===== src/rtl/cmi_dec_pkg.sv =====
package cmi_dec_pkg;

    typedef enum logic [1:0] {
        PK_ZERO   = 2'd0,
        PK_MARK   = 2'd1,
        PK_ILLEGAL = 2'd2
    } pair_kind_e;

    typedef struct packed {
        logic bit_val;
        logic lcv;
    } dec_bit_t;

    // Sort a half-symbol pair; zero_first is the first-half level of a zero.
    function automatic pair_kind_e classify(input logic first_h,
                                            input logic second_h,
                                            input logic zero_first);
        if (first_h == second_h)
            return PK_MARK;
        else if (first_h == zero_first)
            return PK_ZERO;
        else
            return PK_ILLEGAL;
    endfunction

endpackage


===== src/rtl/cmi_pair_align.sv =====
module cmi_pair_align (
    input  logic clk,
    input  logic rst,
    input  logic realign,
    input  logic sym_in,
    output logic pair_done,
    output logic first_take,
    output logic first_sym
);
    logic second_phase;

    assign first_take = realign || !second_phase;
    assign pair_done  = second_phase && !realign;

    always_ff @(posedge clk) begin
        if (rst) begin
            second_phase <= 1'b0;
            first_sym    <= 1'b0;
        end else begin
            second_phase <= first_take;
            if (first_take)
                first_sym <= sym_in;
        end
    end
endmodule


===== src/rtl/cmi_pair_judge.sv =====
module cmi_pair_judge
    import cmi_dec_pkg::*;
#(
    parameter logic ZERO_FIRST = 1'b0
) (
    input  logic     clk,
    input  logic     rst,
    input  logic     pair_done,
    input  logic     cmi_en,
    input  logic     first_sym,
    input  logic     second_sym,
    output dec_bit_t result
);
    logic       ref_valid;
    logic       ref_lvl;
    pair_kind_e kind;

    assign kind = classify(first_sym, second_sym, ZERO_FIRST);

    always_comb begin
        result = '0;
        if (!cmi_en) begin
            result.bit_val = first_sym;
        end else begin
            unique case (kind)
                PK_ZERO:    result = '{bit_val: 1'b0, lcv: 1'b0};
                PK_MARK:    result = '{bit_val: 1'b1,
                                       lcv: ref_valid && (ref_lvl == second_sym)};
                default:    result = '{bit_val: 1'b0, lcv: 1'b1};
            endcase
        end
    end

    always_ff @(posedge clk) begin
        if (rst) begin
            ref_valid <= 1'b0;
            ref_lvl   <= 1'b0;
        end else if (pair_done && cmi_en && kind == PK_MARK) begin
            ref_valid <= 1'b1;
            ref_lvl   <= second_sym;
        end
    end
endmodule


===== src/rtl/cmi_out_stage.sv =====
module cmi_out_stage
    import cmi_dec_pkg::*;
(
    input  logic     clk,
    input  logic     rst,
    input  logic     pair_done,
    input  logic     first_take,
    input  dec_bit_t result,
    output logic     nrz_out,
    output logic     lcv_out,
    output logic     bit_stb,
    output logic     ser_clk_out
);
    dec_bit_t held;

    assign nrz_out = held.bit_val;
    assign lcv_out = held.lcv;

    always_ff @(posedge clk) begin
        if (rst) begin
            held        <= '0;
            bit_stb     <= 1'b0;
            ser_clk_out <= 1'b0;
        end else begin
            bit_stb <= pair_done;
            if (pair_done) begin
                held        <= result;
                ser_clk_out <= 1'b0;
            end else if (first_take) begin
                ser_clk_out <= 1'b1;
            end
        end
    end
endmodule


===== src/rtl/cmi_line_decoder.sv =====
module cmi_line_decoder
    import cmi_dec_pkg::*;
#(
    parameter logic ZERO_FIRST = 1'b0
) (
    input  logic clk,
    input  logic rst,
    input  logic cmi_en,
    input  logic realign,
    input  logic sym_in,
    output logic nrz_out,
    output logic bit_stb,
    output logic lcv_out,
    output logic ser_clk_out
);
    logic     pair_done;
    logic     first_take;
    logic     first_sym;
    dec_bit_t result;

    cmi_pair_align u_align (
        .clk        (clk),
        .rst        (rst),
        .realign    (realign),
        .sym_in     (sym_in),
        .pair_done  (pair_done),
        .first_take (first_take),
        .first_sym  (first_sym)
    );

    cmi_pair_judge #(.ZERO_FIRST(ZERO_FIRST)) u_judge (
        .clk        (clk),
        .rst        (rst),
        .pair_done  (pair_done),
        .cmi_en     (cmi_en),
        .first_sym  (first_sym),
        .second_sym (sym_in),
        .result     (result)
    );

    cmi_out_stage u_out (
        .clk         (clk),
        .rst         (rst),
        .pair_done   (pair_done),
        .first_take  (first_take),
        .result      (result),
        .nrz_out     (nrz_out),
        .lcv_out     (lcv_out),
        .bit_stb     (bit_stb),
        .ser_clk_out (ser_clk_out)
    );
endmodule


===== config.mk =====
export PLATFORM = sky130hd
export DESIGN_NAME = cmi_line_decoder
export DESIGN_NICKNAME = d
export VERILOG_FILES = /design/src/rtl/cmi_dec_pkg.sv /design/src/rtl/cmi_pair_align.sv /design/src/rtl/cmi_pair_judge.sv /design/src/rtl/cmi_out_stage.sv /design/src/rtl/cmi_line_decoder.sv
export SDC_FILE = /design/constraint.sdc
export NUM_CORES = 1
export LEC_CHECK = 0
export BUFFER_PORTS_ARGS = -buffer_cell sky130_fd_sc_hd__buf_2
export CORE_AREA = 2 2 39 41
export CTS_BUF_LIST = sky130_fd_sc_hd__clkbuf_2 sky130_fd_sc_hd__clkbuf_4 sky130_fd_sc_hd__clkbuf_8
export DETAILED_ROUTE_END_ITERATION = 8
export DIE_AREA = 0 0 41 43
export MAX_ROUTING_LAYER = met4
export PLACE_DENSITY = 0.47
export SYNTH_ARGS = -nofsm -noshare
export SYNTH_HDL_FRONTEND = slang
export SYNTH_SLANG_ARGS = --single-unit

===== constraint.sdc =====
create_clock -name clk -period 2.8 [get_ports clk]
set_clock_uncertainty 0.05 [all_clocks]
set_input_delay 0 -clock clk [delete_from_list [all_inputs] [get_ports clk]]
set_output_delay 0 -clock clk [all_outputs]
set_load 0.1 [all_outputs]

# Word-level counts from Yosys, hierarchy flattened
# Index checks and enable logic that the tools add are counted.
# op_classes
n_eq_ne,3
muxes,5
n_reduce_logical,9
# ops
operator,n
$logic_and A1 B1 Y1,4
$mux W2,2
$pmux W2 S2,1
$eq A1 B1 Y1,2
$eq A2 B1 Y1 const B,1
$logic_not A1 Y1,2
$logic_not A2 Y1,1
$mux W1,2
$reduce_or A2 Y1,1
$logic_or A1 B1 Y1,1
# word_totals
reg_bits,8
inputBits,5
output_inout_bits,4
word_cells,25

# Longest topological paths before layout
# depth
word_depth,5
ltp_mapped,4
mapped_depth_nobuf,3

# Modules after synthesis
# A second synthesis with hierarchy kept.
# unflattened
hier_cells,35
hier_area_um2,332.8
# by_module_without_submodules
mod,instances,cells_per_inst,area_per_inst_um2,seq_area_each_um2
cmi_pair_judge,1,16,126.4,40.0
cmi_out_stage,1,11,122.6,80.1
cmi_pair_align,1,8,83.8,40.0

# Worst setup path after synthesis
# OpenSTA, ideal clock, no wires.
# synth_timing
path_type,register to register
startpoint,"reg, netlist name u_out.lcv_out"
endpoint,"reg u_out.held, in the netlist u_out.lcv_out"
setup_ps,86
t_arrival_ps,1314
required_time_ps,2664
slack_ps,1350
stages_incl_launch_ff,3
n_path_buf,0
synth_period_minus_slack_ps,1450
cell_sequence,dfxtp_1 > a221oi_2 > a211oi_1
# synth_rtl
element,line,rtl
"end signal, assigned",cmi_out_stage.sv:27,held <= result;
"end, declared",cmi_out_stage.sv:14,dec_bit_t held;

# Final worst setup path
# layout_timing
startpoint,reg u_align.second_phase
endpoint,"reg u_out.held, in the netlist u_out.nrz_out"
# layout_between
elab_chain_cells,1
# layout_rtl
element,line,rtl
"start, declared",cmi_pair_align.sv:10,logic second_phase;
"start signal, assigned",cmi_pair_align.sv:20,second_phase <= first_take;
$logic_and A1 B1 Y1,cmi_pair_align.sv:13,assign pair_done = second_phase && !realign;
# Every way passes these cells.
# A chain may end at the register's enable or synchronous reset.

==> flow_summary.ini <==
[worst_setup_path]
reg2reg_depth = 3
path_cells = nor2b_1, nor2_1, a211oi_1
cp.arrival_ns = 1.24
reg2reg_to = u_out.nrz_out
endpoint_kind = register
critical_path_class = register to register
regToRegSetupSlack_ns = 1.67
critPathSlowestCell = nor2b_1
required_ns = 2.91
reg2reg_from = u_align.second_phase
critical_path.max_fanout = 7
crit_path_start_kind = register
cpPeakStageDelay_ns = 0.37

[cts]
clk_latency_ns = 0.25
cts_max_level = 1
cts_num_sinks = 8
cts_setup_buffers = 0
cts_buffer_depth = 2
cts-resized-gates = 0
clockRootBuffer = clkbuf_4
numCtsBuffers = 3
cts_tree = yes
path_clk_slew_ns = 0.05

[route]
wl_met1_um = 310
vias_per_cell = 4.403
ant_nets = 0
drtIter0Drc = 2
drc = 0
vias = 273
drt-total-wl_um = 622
dr.pass1.iters = 3
top_layer_used = met3
met3WireLength_um = 63
post_drt_wl_per_cell_um = 10.03
met2_length_um = 248

[finish]
nFillCells = 149
ff_latch_area_um2 = 160.2
area_growth_pct = 27.17
multi_input_area_um2 = 158.9
final_area_um2 = 421.7
antenna_cells = 0
drive_gt1_share_pct = 28.26
fin_nets = 53

[timing]
hold_viol_final = 0
fin_crit_ns = 1.130
setup_viol = 0
drv_slew = 0
grt_setup_unrepaired = false
post-route-period-util_pct = 40.35
hold_slack_ns = 0.01104
worstMarginPinSlew_ns = 0.4873
tns_ns = 0
clock.fmax_mhz = 885.0
timing.final.ws_setup_ns = 1.670
maxSlewHeadroom_pct = 67.74

[synth]
syn_nets = 40
synth.most_common_cell = dfxtp_1
synthTopCellsByCount = 8 x dfxtp_1, 5 x nor2_1, 3 x nand2_1
synthDistinctLibCells = 18
synth_area_leader_cell = dfxtp_1
synth_area_leaders = dfxtp_1 48%, nor2_1 5.7%, xnor2_1 5.3%
ys.flop_type = dfxtp_1
syn_area_per_cell_um2 = 9.473
synth-edff-count = 0
ys_ff_latch = 8
synth_top_area_share_pct = 48.30
async_flop_share_pct = 0
yosys_warnings = 0
seq_area_frac_synth_pct = 48.30
syn_area_um2 = 331.6
netlist_instances = 35

[place]
io_buffers = 8
routabilityCongestion = 0.7001
dp_slack_ns = 1.669
place_hpwl_um = 469.6
placed_area_um2 = 379.1

[floorplan]
die_area_um2 = 1763
initial_core_util_pct = 23.96
top_level_ports = 9
chipWidth_um = 41
rows = 14
core_um2 = 1384
die_y_um = 43

[min_path]
hold_class = input port to register
hold_path_end = u_align.first_sym
hold_depth = 3
hp-start = sym_in

[run]
drv_cap = 0

[power_and_ir_drop]
power_leakage_nw = 0.1686
ir_drop_mv = 0.2847
power_density_nw_per_um2 = 608.2

[global_routing]
grt_max_degree = 10
grtUsageTotal_pct = 9.598
grt_pass1_wl_um = 1035
grt_remaining_overflow = 0
grt_pass1_vias = 245
grt_antenna_before_repair = 0

[status]
status = completed
layout make-up:
type	instances	area share (%)
sequential	8	37.98
multi-input combinational	25	37.69
timing repair buffer	10	14.24
clock buffer	3	5.341
tap	16	4.748
where the power goes:
part | switching (mW) | internal [mW] | leakage [nW]
combinational | 0.0315 | 0.0139 | 0.0890
clock | 0.0389 | 0.0490 | 0.0138
sequential | 0.00377 | 0.119 | 0.0658
total | 0.0742 | 0.182 | 0.169
how the worst max path moves through the flow:
| stage | startpoint | depth (start not counted) | to |
|---|---|---|---|
| after global routing | u_align.second_phase | 3 | u_out.nrz_out |
| after global placement | u_align.second_phase | 3 | u_out.nrz_out |
| after floorplan | u_out.lcv_out | 2 | u_out.lcv_out |
| after detailed placement | u_align.second_phase | 3 | u_out.nrz_out |
| after CTS | u_align.second_phase | 3 | u_out.nrz_out |
| final | u_align.second_phase | 3 | u_out.nrz_out |
stage by stage:
stage | cells | power, mW | utilization [%]
floorplan | 35 | 0.1608 | -
global placement | 57 | 0.1696 | 27.40
detailed placement | 57 | 0.1694 | 27.40
CTS | 62 | 0.2627 | 30.47
global route | 62 | 0.2751 | 30.47
finish | 62 | 0.2565 | 30.47
repair_timing:
item                       4_1_cts  5_1_grt
setup endpoints to repair        0        0
hold buffers                     2        0
hold endpoints to repair         7        0
routing by layer:
layer / vias to the layer above / track usage, %
li1: 146 / -
met1: 117 / 12.66
met2: 10 / 10.31
met3: 0 / 9.424
met4: 0 / 2.000
met5: - / -
state kept, by name (all words and copies together) (netlist names):
name / count
u_align.first_sym: 1
u_align.second_phase: 1
u_judge.ref_lvl: 1
u_judge.ref_valid: 1
u_out.bit_stb: 1
u_out.lcv_out: 1
u_out.nrz_out: 1
u_out.ser_clk_out: 1
placed cells by master, fill, tap and decap left out:
master	netlist	layout
a211oi_1	2	2
a21bo_1	1	1
a21oi_1	1	1
a221oi_2	1	1
a31oi_1	2	2
buf_2	1	8
clkbuf_4	0	3
dfxtp_1	8	8
dlygate4sd3_1	0	2
nand2_1	3	3
nand2b_1	2	2
nand3b_1	1	1
nor2_1	5	5
nor2b_1	1	1
nor2b_2	1	1
nor3b_1	1	1
o21ai_0	1	1
o22ai_1	1	1
xnor2_1	2	2
worst max-delay path, delay by kind of cell (launching register included):
kind	cells	cell delay [ns]
compound gates	1	0.22
flops	1	0.33
simple gates	2	0.45
cell families after synthesis:
family                    Yosys count  synth area share (%)
xor gates and xnor gates            2                 5.284
buffers and inverters               2                 3.773
and+or+nand+nor                    14                 21.89
DFF                                 8                 48.30
AOI/OAI and AO/OA                   9                 20.75
No activity file was read; power rests on OpenSTA's default activity.
